[src/rtl/mii_rx_pkg.sv]
package mii_rx_pkg;

  localparam int NIB_W = 4;
  localparam int BYTE_W = 2 * NIB_W;

  typedef enum logic [2:0] {
    CLS_IDLE   = 3'd0,
    CLS_DATA   = 3'd1,
    CLS_FERR   = 3'd2,
    CLS_LPI    = 3'd3,
    CLS_FCAR   = 3'd4,
    CLS_ABSENT = 3'd5
  } rx_class_e;

  typedef enum logic [1:0] {
    FR_IDLE,
    FR_PRE,
    FR_DATA,
    FR_DROP
  } framer_st_e;

  localparam logic [NIB_W-1:0] NIB_PRE    = 4'h5;
  localparam logic [NIB_W-1:0] NIB_SFD_HI = 4'hD;
  localparam logic [NIB_W-1:0] CODE_LPI   = 4'h1;
  localparam logic [NIB_W-1:0] CODE_FCAR  = 4'hE;

endpackage

[src/rtl/mii_cdc_sync.sv]
module mii_cdc_sync #(
  parameter int W      = 2,
  parameter int STAGES = 2
) (
  input  logic         clk,
  input  logic         rst_n,
  input  logic [W-1:0] d_async,
  output logic [W-1:0] d_sync
);

  logic [STAGES-1:0][W-1:0] chain_q;
  logic [STAGES-1:0][W-1:0] chain_d;

  always_comb begin
    chain_d = {chain_q[STAGES-2:0], d_async};
  end

  always_ff @(posedge clk or negedge rst_n) begin
    if (!rst_n) begin
      chain_q <= '0;
    end else begin
      chain_q <= chain_d;
    end
  end

  assign d_sync = chain_q[STAGES-1];

endmodule

[src/rtl/mii_sat_counter.sv]
module mii_sat_counter #(
  parameter int W = 16
) (
  input  logic         clk,
  input  logic         rst_n,
  input  logic         inc,
  output logic [W-1:0] count
);

  localparam logic [W-1:0] CNT_MAX = {W{1'b1}};

  logic [W-1:0] cnt_q;
  logic [W-1:0] cnt_d;
  logic         cnt_en;

  always_comb begin
    cnt_en = inc && (cnt_q != CNT_MAX);
    cnt_d  = cnt_q + {{(W-1){1'b0}}, 1'b1};
  end

  always_ff @(posedge clk or negedge rst_n) begin
    if (!rst_n) begin
      cnt_q <= '0;
    end else if (cnt_en) begin
      cnt_q <= cnt_d;
    end
  end

  assign count = cnt_q;

endmodule

[src/rtl/mii_rx_sorter.sv]
module mii_rx_sorter
  import mii_rx_pkg::*;
(
  input  logic             clk,
  input  logic             rst_n,
  input  logic [NIB_W-1:0] rxd,
  input  logic             rx_dv,
  input  logic             rx_er,
  input  logic             half_duplex,
  input  logic             col_s,
  input  logic             crs_s,
  output logic [2:0]       rx_class,
  output logic             lpi_flag,
  output logic             fcar_flag,
  output logic             phy_absent,
  output logic             collision,
  output logic             lpi_enter,
  output logic             fcar_enter
);

  rx_class_e cls_q;
  rx_class_e cls_d;
  logic      absent_q;
  logic      absent_d;
  logic      col_q;
  logic      col_d;

  always_comb begin
    absent_d = half_duplex && col_s && !crs_s;
    col_d    = half_duplex && col_s && crs_s;
    if (rx_dv) begin
      cls_d = rx_er ? CLS_FERR : CLS_DATA;
    end else if (rx_er && (rxd == CODE_LPI)) begin
      cls_d = CLS_LPI;
    end else if (rx_er && (rxd == CODE_FCAR)) begin
      cls_d = CLS_FCAR;
    end else if (absent_d) begin
      cls_d = CLS_ABSENT;
    end else begin
      cls_d = CLS_IDLE;
    end
    lpi_enter  = (cls_d == CLS_LPI)  && (cls_q != CLS_LPI);
    fcar_enter = (cls_d == CLS_FCAR) && (cls_q != CLS_FCAR);
  end

  always_ff @(posedge clk or negedge rst_n) begin
    if (!rst_n) begin
      cls_q    <= CLS_IDLE;
      absent_q <= 1'b0;
      col_q    <= 1'b0;
    end else begin
      cls_q    <= cls_d;
      absent_q <= absent_d;
      col_q    <= col_d;
    end
  end

  assign rx_class   = cls_q;
  assign lpi_flag   = (cls_q == CLS_LPI);
  assign fcar_flag  = (cls_q == CLS_FCAR);
  assign phy_absent = absent_q;
  assign collision  = col_q;

endmodule

[src/rtl/mii_rx_framer.sv]
module mii_rx_framer
  import mii_rx_pkg::*;
(
  input  logic              clk,
  input  logic              rst_n,
  input  logic [NIB_W-1:0]  rxd,
  input  logic              rx_dv,
  input  logic              rx_er,
  output logic [BYTE_W-1:0] byte_data,
  output logic              byte_valid,
  output logic              byte_sof,
  output logic              eof_strobe,
  output logic              eof_err,
  output logic              frame_err,
  output logic              ferr_first
);

  framer_st_e        st_q, st_d;
  logic              half_q, half_d;
  logic [NIB_W-1:0]  low_q, low_d;
  logic              first_q, first_d;
  logic              err_q, err_d;
  logic [BYTE_W-1:0] byte_q, byte_d;
  logic              bv_q, bv_d;
  logic              sof_q, sof_d;
  logic              eof_q, eof_d;
  logic              eoferr_q, eoferr_d;

  always_comb begin
    st_d       = st_q;
    half_d     = half_q;
    low_d      = low_q;
    first_d    = first_q;
    byte_d     = byte_q;
    bv_d       = 1'b0;
    sof_d      = 1'b0;
    eof_d      = 1'b0;
    eoferr_d   = 1'b0;
    err_d      = rx_dv ? (err_q || rx_er) : 1'b0;
    ferr_first = rx_dv && rx_er && !err_q;
    if (!rx_dv) begin
      if (st_q == FR_DATA) begin
        eof_d    = 1'b1;
        eoferr_d = err_q || half_q;
      end
      st_d   = FR_IDLE;
      half_d = 1'b0;
    end else begin
      case (st_q)
        FR_IDLE: begin
          st_d = (rxd == NIB_PRE) ? FR_PRE : FR_DROP;
        end
        FR_PRE: begin
          if (rxd == NIB_SFD_HI) begin
            st_d    = FR_DATA;
            half_d  = 1'b0;
            first_d = 1'b1;
          end else if (rxd != NIB_PRE) begin
            st_d = FR_DROP;
          end
        end
        FR_DATA: begin
          if (!half_q) begin
            low_d  = rxd;
            half_d = 1'b1;
          end else begin
            byte_d  = {rxd, low_q};
            bv_d    = 1'b1;
            sof_d   = first_q;
            first_d = 1'b0;
            half_d  = 1'b0;
          end
        end
        default: begin
          st_d = FR_DROP;
        end
      endcase
    end
  end

  always_ff @(posedge clk or negedge rst_n) begin
    if (!rst_n) begin
      st_q     <= FR_IDLE;
      half_q   <= 1'b0;
      low_q    <= '0;
      first_q  <= 1'b0;
      err_q    <= 1'b0;
      byte_q   <= '0;
      bv_q     <= 1'b0;
      sof_q    <= 1'b0;
      eof_q    <= 1'b0;
      eoferr_q <= 1'b0;
    end else begin
      st_q     <= st_d;
      half_q   <= half_d;
      low_q    <= low_d;
      first_q  <= first_d;
      err_q    <= err_d;
      byte_q   <= byte_d;
      bv_q     <= bv_d;
      sof_q    <= sof_d;
      eof_q    <= eof_d;
      eoferr_q <= eoferr_d;
    end
  end

  assign byte_data  = byte_q;
  assign byte_valid = bv_q;
  assign byte_sof   = sof_q;
  assign eof_strobe = eof_q;
  assign eof_err    = eoferr_q;
  assign frame_err  = err_q;

endmodule

[src/rtl/mii_rx_classifier.sv]
module mii_rx_classifier
  import mii_rx_pkg::*;
#(
  parameter int CNT_W     = 16,
  parameter int SYNC_STG  = 2
) (
  input  logic              clk_rx,
  input  logic              rst_rx_n,
  input  logic              half_duplex,
  input  logic [3:0]        rxd,
  input  logic              rx_dv,
  input  logic              rx_er,
  input  logic              crs_async,
  input  logic              col_async,
  output logic [2:0]        rx_class,
  output logic              lpi_flag,
  output logic              fcar_flag,
  output logic              phy_absent,
  output logic              collision,
  output logic [7:0]        byte_data,
  output logic              byte_valid,
  output logic              byte_sof,
  output logic              eof_strobe,
  output logic              eof_err,
  output logic              frame_err,
  output logic [CNT_W-1:0]  cnt_fcar,
  output logic [CNT_W-1:0]  cnt_ferr,
  output logic [CNT_W-1:0]  cnt_lpi
);

  localparam int N_CNT = 3;
  localparam int RST_STG = 2;

  logic [RST_STG-1:0] rst_pipe_q;
  logic               rst_n;

  always_ff @(posedge clk_rx or negedge rst_rx_n) begin
    if (!rst_rx_n) begin
      rst_pipe_q <= '0;
    end else begin
      rst_pipe_q <= {rst_pipe_q[RST_STG-2:0], 1'b1};
    end
  end

  assign rst_n = rst_pipe_q[RST_STG-1];

  logic [1:0] line_sync;

  mii_cdc_sync #(.W(2), .STAGES(SYNC_STG)) u_sync (
    .clk     (clk_rx),
    .rst_n   (rst_n),
    .d_async ({col_async, crs_async}),
    .d_sync  (line_sync)
  );

  logic lpi_enter;
  logic fcar_enter;
  logic ferr_first;

  mii_rx_sorter u_sorter (
    .clk         (clk_rx),
    .rst_n       (rst_n),
    .rxd         (rxd),
    .rx_dv       (rx_dv),
    .rx_er       (rx_er),
    .half_duplex (half_duplex),
    .col_s       (line_sync[1]),
    .crs_s       (line_sync[0]),
    .rx_class    (rx_class),
    .lpi_flag    (lpi_flag),
    .fcar_flag   (fcar_flag),
    .phy_absent  (phy_absent),
    .collision   (collision),
    .lpi_enter   (lpi_enter),
    .fcar_enter  (fcar_enter)
  );

  mii_rx_framer u_framer (
    .clk        (clk_rx),
    .rst_n      (rst_n),
    .rxd        (rxd),
    .rx_dv      (rx_dv),
    .rx_er      (rx_er),
    .byte_data  (byte_data),
    .byte_valid (byte_valid),
    .byte_sof   (byte_sof),
    .eof_strobe (eof_strobe),
    .eof_err    (eof_err),
    .frame_err  (frame_err),
    .ferr_first (ferr_first)
  );

  logic [N_CNT-1:0]            inc_vec;
  logic [N_CNT-1:0][CNT_W-1:0] cnt_vec;

  assign inc_vec = {lpi_enter, ferr_first, fcar_enter};

  for (genvar g = 0; g < N_CNT; g++) begin : g_cnt
    mii_sat_counter #(.W(CNT_W)) u_cnt (
      .clk   (clk_rx),
      .rst_n (rst_n),
      .inc   (inc_vec[g]),
      .count (cnt_vec[g])
    );
  end

  assign cnt_fcar = cnt_vec[0];
  assign cnt_ferr = cnt_vec[1];
  assign cnt_lpi  = cnt_vec[2];

endmodule

[config.mk]
export PLATFORM = sky130hd
export DESIGN_NAME = mii_rx_classifier
export DESIGN_NICKNAME = d
export VERILOG_FILES = /design/src/rtl/mii_rx_pkg.sv /design/src/rtl/mii_cdc_sync.sv /design/src/rtl/mii_sat_counter.sv /design/src/rtl/mii_rx_sorter.sv /design/src/rtl/mii_rx_framer.sv /design/src/rtl/mii_rx_classifier.sv
export SDC_FILE = /design/constraint.sdc
export NUM_CORES = 1
export LEC_CHECK = 0
export BUFFER_PORTS_ARGS = -buffer_cell sky130_fd_sc_hd__buf_2
export CAP_MARGIN = 20
export CORE_ASPECT_RATIO = 0.75
export CORE_MARGIN = 2
export CORE_UTILIZATION = 45
export CTS_BUF_LIST = sky130_fd_sc_hd__clkbuf_8
export CTS_CLUSTER_SIZE = 24
export DETAILED_ROUTE_END_ITERATION = 16
export GPL_TIMING_DRIVEN = 0
export HOLD_SLACK_MARGIN = 0.15
export PLACE_DENSITY = 0.68
export SKIP_CTS_REPAIR_TIMING = 1
export SLEW_MARGIN = 20
export SYNTH_ARGS = -nofsm -noshare
export SYNTH_HDL_FRONTEND = slang
export SYNTH_SLANG_ARGS = --single-unit
[constraint.sdc]
create_clock -name clk_rx -period 3.3 [get_ports clk_rx]
set_input_delay 0.33 -clock clk_rx [delete_from_list [all_inputs] [get_ports clk_rx]]
set_output_delay 0.33 -clock clk_rx [all_outputs]
set_load 0.01 [all_outputs]
==> results of run 1 <==
## layout by cell type, fill, tap and decap left out, types with 6 or more instances in the layout
master    count
buf_2        79
dfrtp_1      79
nand2_1      25
xnor2_1      25
xor2_1       19
nand4_1      17
nor2_1       14
nand3_1      14
mux2_2       13
nor3_1       10
clkbuf_8     10
o21ai_0       9
inv_1         6
nor4_1        6
o211ai_1      6
ha_1          6
## final cells by class
type / instances / area [um2]
Fill cell: 709 / 3500
Inverter: 5 / 18.8
Tap cell: 105 / 131
Timing Repair Buffer: 82 / 440
Sequential cell: 80 / 2010
Multi-Input combinational cell: 226 / 1620
Clock inverter: 6 / 35.0
Clock buffer: 10 / 138
Buffer: 5 / 28.8
## synth_stat cells (2+ instances only)
cell / number / area, um2
xnor2_1: 25 / 219
dfrtp_1: 80 / 2000
and2_1: 5 / 31.3
inv_1: 5 / 18.8
o2111ai_1: 3 / 26.3
nand4b_1: 3 / 26.3
nor4b_1: 4 / 35.0
a21oi_1: 3 / 15.0
mux2_2: 13 / 146
nor3b_1: 2 / 15.0
o21a_1: 4 / 30.0
nand3b_1: 5 / 37.5
nor4_1: 6 / 37.5
nand2_1: 25 / 93.8
nand4_1: 17 / 106
and3_1: 5 / 31.3
nor2_1: 14 / 52.6
xor2_1: 19 / 166
ha_1: 6 / 75.1
nand3_1: 14 / 70.1
nor4bb_1: 3 / 30.0
o211ai_1: 6 / 45.0
nor3_1: 10 / 50.1
and4_1: 5 / 43.8
a21boi_0: 2 / 15.0
clkbuf_1: 2 / 7.51
nor4_2: 3 / 37.5
o21ai_0: 9 / 45.0
## sequential cells by signal, indices dropped and copies added (netlist names), 2 cells and up
name and cells:
u_sync.d_sync 2, u_framer.low_q 4, rst_pipe_q 2, u_sync.chain_d 2
g_cnt.u_cnt.count 48, u_framer.st_q 2, u_framer.byte_data 8, u_sorter.rx_class 3
## power by group
group	switching (mW)	internal (mW)	total, mW
combinational	0.169	0.170	0.339
clock	0.354	0.290	0.644
sequential	0.110	1.09	1.20
## final timing paths
path                                                     startpoint  slack (ns)  cells past startpoint                                   to
worst max-delay path            g_cnt[1].u_cnt.count[0]$_DFFE_PN0P_        1.26                      5  g_cnt[1].u_cnt.count[1]$_DFFE_PN0P_
worst min register to register              rst_pipe_q[1]$_DFF_PN0_        0.31                      0           u_framer.eof_err$_DFF_PN0_
worst min-delay path                                    half_duplex        0.24                      2         u_sorter.collision$_DFF_PN0_
worst max register to register  g_cnt[1].u_cnt.count[0]$_DFFE_PN0P_        1.26                      5  g_cnt[1].u_cnt.count[1]$_DFFE_PN0P_
max in group asynchronous                   rst_pipe_q[1]$_DFF_PN0_        2.41                      1          u_sync.chain_d[2]$_DFF_PN0_
min in group asynchronous                                  rst_rx_n        0.29                      2              rst_pipe_q[0]$_DFF_PN0_
## worst reg2reg max path: cells and delay by family, from the launching register on
kind	cells	cell delay, ns
flops	1	0.41
simple gates	2	0.50
compound gates	1	0.40
fa+ha+maj	1	0.25
mux	1	0.38
## cells by family after synthesis
kind of cell | after synthesis | share of synthesized area, %
muxes | 13 | 3.99
AOI/OAI and AO/OA | 32 | 6.03
other | 1 | 0.102
and+or+nand+nor | 130 | 21.5
xor gates and xnor gates | 44 | 10.5
adders and majority gates | 6 | 2.05
DFF | 80 | 54.6
buffers and inverters | 10 | 1.30
## metal layers
layer / track usage, % / part of all wire (%) / vias up
met5: 0 / 0 / -
met4: 5.38 / 0.62 / 0
met3: 5.42 / 6.2 / 5
met2: 27.2 / 43 / 78
met1: 24.8 / 50 / 1356
li1: - / - / 1347
## through the flow
stage	cells	cell area, um2
6_report	519	4420
5_1_grt	519	4420
4_1_cts	516	4390
3_5_place_dp	500	4220
3_3_place_gp	499	4190
2_1_floorplan	316	3670
==> flow_summary_export.csv, run 1 <==
group,metric,value,unit
clock_tree,clk_pin_slew,0.08,ns
placement,gp_congestion,0.817,
sta,slew_viol_final,0,
sta,finalHoldViolations,0,
power,ir_drop,322,uV
grt,grt_max_degree,41,
setup_path,end_kind,"flip-flop",
die,pin_count,79,
synthesis,ys_async_sr_fraction,100,%
clock_tree,cts_root_buf,"clkbuf_8",
drt,postRouteAntennaNets,0,
power,power,2.19,mW
synthesis,ys_types,46,
setup_path,slowest_delay,0.41,ns
power,power_density,495,nW/um2
sta,setup_viol_count_final,0,
sta,rsz0062_at_grt,"no",
sta,worstMarginPinSlew,0.690,ns
drt,num_vias,2786,
drt,drc,0,
synthesis,synth_warnings,0,
drt,viasPerCell,5.37,
sta,worst_clock_skew,0.00814,ns
final_layout,diodes,0,
die,dieWidth,108,um
die,die_area,8900,um2
placement,placement.io_buffers,78,
clock_tree,clk_path_buf_depth,2,
synthesis,yosysSeqAreaShare,54.6,%
synthesis,avgSynthCellArea,11.6,um2
synthesis,synth.cell_area,3670,um2
drt,drt-total-wl,7.46,mm
synthesis,dominantRegCellSynth,"dfrtp_1",
setup_path,path_max_fanout,10,
sta,whs,0.245,ns
drt,wl_per_cell,14.4,um
synthesis,syn_nets,333,
die,fp.dieH,82.2,um
clock_tree,cts.sinks,80,
sta,max_slew_margin,53.6,%
setup_path,required,3.53,ns
synthesis,synth_edf_count,0,
status,outcome,"finished, final reports clean",
final_layout,layout.nets,426,
setup_path,startpoint_type,"flip-flop",
power,p_leak,2.17,nW
die,start_util,46.3,%
final_layout,final_util,55.8,%
setup_path,cp_num_buf_inv,0,
final_layout,layout-drive-gt1-share,28.7,%
clock_tree,cts_made_buffers,9,
worst_hold_path,hp-class,"in2reg",
grt,grt_usage,17.9,%
grt,antenna_found_initial,0,
grt,grt_pass1_wl,12.4,mm
sta,period_minus_slack,2.04,ns
clock_tree,cts_tree,"yes",
synthesis,ys_seq_elements,80,
drt,drtPass1Iterations,4,
setup_path,worstSetupPathType,"reg2reg",
drt,dr.first_iter.drc_count,122,
synthesis,synthCells,316,
placement,post-place-ws,1.23,ns
grt,overflow,0,
sta,fmax,490,MHz
grt,first_global_vias,2610,
setup_path,crit_family,"simple AND/OR/NAND/NOR gates",
final_layout,area_growth,20.4,%
sta,finalSetupTns,0,ns
placement,dp_hpwl,5.45,mm
clock_tree,h-tree-depth,3,
clock_tree,insertion_delay,0.34,ns
die,core_area,7920,um2
setup_path,path_cells,"ha_1, and4_1, nand3_1, o21ai_0, mux2_2",
sta,worst_slack,1.26,ns
sta,fin_crit_sh,61.9,%
setup_path,crit_path_top_delay_cell,"dfrtp_1",
die,num_rows,28,
setup_path,worstPathArrival,2.28,ns
job,maxCapViolCount,0,
Power figures use the tool's default switching activity.
==> inputs of run 2 (changes only) <==
Clock period 3.3 ns to 1.95 ns, I/O delays scaled along.
==> run 2 against run 1 <==
Routed wire length increased by 1.2%. Maximum frequency increased by 12%. Largest power group unchanged. Clock power increased by 99%. Combinational power increased by 68%. Core utilization increased by 1.6 points. Critical path type unchanged.
==> flow_summary_export.csv, run 2 (synthesized netlist as in run 1, its figures left out) <==
group,metric,value,unit
status,outcome,"finished, final reports clean",
setup_path,required,2.21,ns
drt,drtPass1Iterations,4,
die,dieWidth,108,um
sta,fin_crit_sh,93.6,%
setup_path,worstSetupPathType,"reg2reg",
die,fp.dieH,82.2,um
worst_hold_path,hp-class,"in2reg",
clock_tree,insertion_delay,0.34,ns
setup_path,worstRegToRegCells,6,
setup_path,end_kind,"flip-flop",
setup_path,critPathLaunch,"u_sorter.rx_class[2]$_DFF_PN0_",
drt,drt-total-wl,7.55,mm
clock_tree,cts_tree,"yes",
placement,dp_cells,500,
final_layout,layout-drive-gt1-share,31.3,%
sta,setup_viol_count_final,0,
drt,dr.first_iter.drc_count,115,
grt,met1_usage,24.9,%
clock_tree,clk_path_buf_depth,2,
clock_tree,h-tree-depth,3,
setup_path,rr_endpoint,"g_cnt[0].u_cnt.count[5]$_DFFE_PN0P_",
final_layout,diodes,0,
worst_hold_path,min_path_cells,3,
sta,fmax,548,MHz
placement,gp_congestion,0.847,
drt,wl_per_cell,14.4,um
sta,finalHoldViolations,0,
final_layout,area_growth,23.8,%
placement,post-place-ws,-0.0673,ns
sta,worst_slack,0.124,ns
final_layout,n_fill_cell,692,
sta,max_slew_margin,64.7,%
sta,worst_clock_skew,0.0110,ns
clock_tree,cts_root_buf,"clkbuf_8",
setup_path,worstPathArrival,2.08,ns
sta,rsz0062_at_grt,"no",
drt,viasPerCell,5.34,
drt,drc,0,
final_layout,layout.cells.non_filler,524,
worst_hold_path,hold_path_end,"u_sorter.rx_class[1]$_DFF_PN0_",
setup_path,r2r_slack,0.12,ns
grt,groute.layer.met3.usage,5.02,%
grt,first_global_vias,2617,
grt,grtUsageMet2,28.3,%
grt,grt_max_degree,43,
sta,worstMarginPinSlew,0.522,ns
grt,grt_pass1_wl,12.5,mm
clock_tree,cts.sinks,80,
grt,grt_usage,18.0,%
clock_tree,cts_made_buffers,9,
sta,period_minus_slack,1.83,ns
final_layout,largest_reg_flops,48,
power,ir_drop,725,uV
grt,antenna_found_initial,0,
placement,placement.io_buffers,78,
setup_path,r2r-start,"u_sorter.rx_class[2]$_DFF_PN0_",
power,power_density,856,nW/um2
drt,num_vias,2796,
final_layout,layout_common_cells,"80 x buf_2, 79 x dfrtp_1, 25 x nand2_1, 25 x xnor2_1, 19 x xor2_1",
final_layout,layout.nets,431,
setup_path,startpoint_type,"flip-flop",
die,num_rows,28,
worst_hold_path,hold_start,"rx_er",
die,pin_count,79,
final_layout,final_common_cell,"buf_2",
grt,grt_busiest_layer,"met2",
setup_path,path_max_fanout,10,
sta,slew_viol_final,0,
clock_tree,clk_pin_slew,0.08,ns
die,core_area,7920,um2
sta,whs,0.151,ns
job,maxCapViolCount,0,
die,start_util,46.3,%
drt,postRouteAntennaNets,0,
die,die_area,8900,um2
placement,dp_hpwl,5.40,mm
grt,overflow,0,
power,p_leak,2.22,nW
==> run 2: changes by cell type in the layout (fill, tap and decap cells not counted), moves of 2 or more <==
cell,change
bufinv_16,+2
nor3_1,-3
nand3_1,-2
nor4b_1,-2
nor3_2,+3
buf_4,+4
clkinv_2,-2
nor4b_2,+2
o21ai_0,-2
nand3_2,+2
==> run 2: critical path: stages (launching register included) <==
cell	delay (ns)
dfrtp_1	0.39
nor3b_1	0.16
or4_1	0.42
buf_2	0.19
buf_6	0.16
nor4_2	0.24
xor2_1	0.18
==> run 2: worst max-delay path by stage <==
stage / to / slack, ns / cells after the start
after floorplan: g_cnt[1].u_cnt.count[1]$_DFFE_PN0P_ / 0.14 / 5
after global placement: g_cnt[1].u_cnt.count[1]$_DFFE_PN0P_ / -0.05 / 5
after detailed placement: g_cnt[1].u_cnt.count[1]$_DFFE_PN0P_ / -0.07 / 5
after CTS: g_cnt[1].u_cnt.count[1]$_DFFE_PN0P_ / -0.1 / 5
after global routing: g_cnt[1].u_cnt.count[1]$_DFFE_PN0P_ / 0.02 / 5
final: g_cnt[0].u_cnt.count[5]$_DFFE_PN0P_ / 0.12 / 6
==> run 2: layer usage <==
layer  share of wire [%]  vias to the layer above
li1                    -                     1352
met1                  48                     1367
met2                  46                       73
met3                 5.5                        4
met4                0.50                        0
met5                   0                        -
==> run 2: layout make-up <==
type	count	area, um2	share of cell area (%)
multi-input combinational	226	1670	36.7
timing repair buffer	87	480	10.6
clock buffer	9	124	2.73
clock inverter	7	88.8	1.95
sequential	80	2010	44.1
buffer	5	28.8	0.633
tap	105	131	2.89
inverter	5	18.8	0.413
==> run 2: through the flow <==
step	total power [mW]	utilization (%)	instance area [um2]	TNS [ns]
2_1_floorplan	2.37	-	3670	0
3_3_place_gp	2.61	53.0	4190	-0.0461
3_5_place_dp	2.64	53.2	4220	-0.0673
4_1_cts	3.94	55.9	4430	-0.0976
5_1_grt	4.11	57.4	4540	0
6_report	3.89	57.4	4540	0
==> run 2: power breakdown <==
part / switching, mW / internal [mW] / leakage, nW
Sequential: 0.188 / 1.85 / 1.05
Combinational: 0.282 / 0.290 / 1.05
Clock: 0.572 / 0.712 / 0.112
Total: 1.04 / 2.85 / 2.22
==> inputs of run 3 (changes only) <==
Settings changed: ABC_AREA set to 1, PLACE_DENSITY 0.68 to 0.67.
==> run 3 against run 2 <==
Cell count up 46%. First-iteration DRC count up 77%. Sequential share of layout area down 6.3 points. Design area up 17%. Register-to-register slack about the same. Die area up 19%.
==> flow_summary_export.csv, run 3 <==
group,metric,value,unit
synthesis,avgSynthCellArea,8.34,um2
die,start_util,46.0,%
power,power_density,763,nW/um2
setup_path,path_max_fanout,10,
sta,slew_viol_final,0,
grt,overflow,0,
synthesis,synth_top_area_cell,"dfrtp_1",
placement,dp_cells,740,
die,die_area,10600,um2
setup_path,required,2.20,ns
drt,num_vias,3717,
power,ir_drop,527,uV
sta,fmax,552,MHz
placement,gp_congestion,0.860,
final_layout,largest_reg_flops,48,
final_layout,area_growth,20.1,%
sta,worst_clock_skew,0.00741,ns
status,outcome,"finished, final reports clean",
clock_tree,clk_pin_slew,0.09,ns
sta,worstMarginPinSlew,0.514,ns
synthesis,ys_seq_elements,80,
sta,rsz0062_at_grt,"no",
drt,viasPerCell,4.87,
synthesis,syn_nets,546,
clock_tree,h-tree-depth,3,
setup_path,worstPathArrival,2.06,ns
final_layout,layout-drive-gt1-share,22.2,%
sta,setup_viol_count_final,0,
drt,postRouteAntennaNets,0,
synthesis,synth_warnings,0,
die,pin_count,79,
grt,grt_usage,19.8,%
clock_tree,cts.sinks,80,
sta,max_slew_margin,65.5,%
sta,finalSetupTns,0,ns
synthesis,synth.cell_area,4410,um2
synthesis,yosysTopAreaCellShare,45.4,%
synthesis,yosys-top-cells-area,"dfrtp_1 45%, nand2_1 14%, nand3_1 4.1%, inv_1 4.1%, nor2_1 3.8%",
clock_tree,clk_path_buf_depth,2,
final_layout,final_util,55.3,%
final_layout,final_common_cell,"nand2_1",
synthesis,synthCells,529,
worst_hold_path,hp-class,"in2reg",
sta,period_minus_slack,1.81,ns
sta,worst_slack,0.138,ns
final_layout,finalInstanceArea,5300,um2
synthesis,synth_edf_count,0,
die,fp.dieH,89.7,um
drt,dr.first_iter.drc_count,203,
placement,placed_cell_area,5000,um2
clock_tree,cts_made_buffers,9,
final_layout,layout_common_cells,"169 x nand2_1, 79 x buf_2, 78 x dfrtp_1",
synthesis,synth_most_common_cell,"nand2_1",
placement,post-place-ws,0.160,ns
drt,drt-total-wl,9.93,mm
grt,antenna_found_initial,0,
synthesis,ys_async_sr_fraction,100,%
die,num_rows,31,
synthesis,yosysSeqAreaShare,45.4,%
grt,grt_max_degree,57,
clock_tree,cts_tree,"yes",
power,p_leak,2.74,nW
grt,grt_pass1_wl,16.9,mm
grt,first_global_vias,3531,
final_layout,diodes,0,
setup_path,startpoint_type,"flip-flop",
clock_tree,insertion_delay,0.36,ns
power,power,4.04,mW
drt,drc,0,
final_layout,layout.nets,644,
placement,dp_hpwl,7.25,mm
final_layout,layout.cells.non_filler,764,
setup_path,end_kind,"flip-flop",
placement,placement.io_buffers,78,
die,dieWidth,118,um
job,maxCapViolCount,0,
worst_hold_path,min_path_cells,3,
drt,drtPass1Iterations,4,
clock_tree,cts_root_buf,"clkbuf_8",
synthesis,dominantRegCellSynth,"dfrtp_1",
sta,finalHoldViolations,0,
die,core_area,9580,um2
sta,fin_crit_sh,92.9,%
synthesis,ys_types,39,
drt,wl_per_cell,13.0,um
sta,whs,0.157,ns
synthesis,synth_common_cells,"169 x nand2_1, 80 x dfrtp_1, 48 x inv_1",
setup_path,worstRegToRegCells,9,
setup_path,worstSetupPathType,"reg2reg",
run 3: cell types whose count changed in the layout (fill, tap and decap cells not counted), sizes merged, moves of 13 or more:
cell and delta:
nand2 +147, inv +46, o21ai +20, o21bai +16
nand3 +34, nor2 +36, mux2 -13
run 3: power breakdown:
part	internal, mW	switching [mW]	total (mW)
clock	0.720	0.653	1.37
sequential	1.85	0.169	2.02
combinational	0.270	0.378	0.648
total	2.84	1.20	4.04
run 3: critical path, cell delays in order (launching register included):
cell and delay (ns):
dfrtp_1 0.45, ha_1 0.26, nand3_1 0.18, nor3_4 0.19, nand3_1 0.12, nand2_2 0.13
inv_2 0.10, buf_6 0.15, nand3b_1 0.08, nand2_1 0.05
run 3: kinds of logic after synthesis:
kind of cell,share of synthesized area [%]
AND/OR/NAND/NOR,31.2
flip-flops,45.4
buffers and inverters,7.09
AO/OA/AOI/OAI,7.52
XOR/XNOR,6.95
adder cells (fa/ha/maj),1.70
other,0.0850
run 3: layout make-up:
type,count,area [um2]
Fill cell,917,4280
Multi-Input combinational cell,385,2090
Sequential cell,80,2010
Timing Repair Buffer,87,498
Inverter,53,201
Tap cell,132,165
Clock buffer,9,124
Buffer,11,111
Clock inverter,7,96.3
run 3: path summary, 6_finish.rpt:
check / slack, ns / to / from
setup / recovery: 0.14 / g_cnt[1].u_cnt.count[4]$_DFFE_PN0P_ / g_cnt[1].u_cnt.count[0]$_DFFE_PN0P_
hold / removal: 0.16 / u_framer.byte_data[7]$_DFFE_PN0P_ / rxd[3]
setup reg to reg: 0.14 / g_cnt[1].u_cnt.count[4]$_DFFE_PN0P_ / g_cnt[1].u_cnt.count[0]$_DFFE_PN0P_
hold reg to reg: 0.23 / u_sync.chain_d[3]$_DFF_PN0_ / rst_pipe_q[1]$_DFF_PN0_
max in group asynchronous: 1.14 / rst_pipe_q[1]$_DFF_PN0_ / rst_rx_n
min in group asynchronous: 0.23 / u_sync.chain_d[3]$_DFF_PN0_ / rst_pipe_q[1]$_DFF_PN0_
run 3: layer usage:
metal	routed length, um	GRT usage (%)
met4	99	5.02
met5	0	0
met2	4780	32.1
met1	4500	26.4
met3	551	5.46
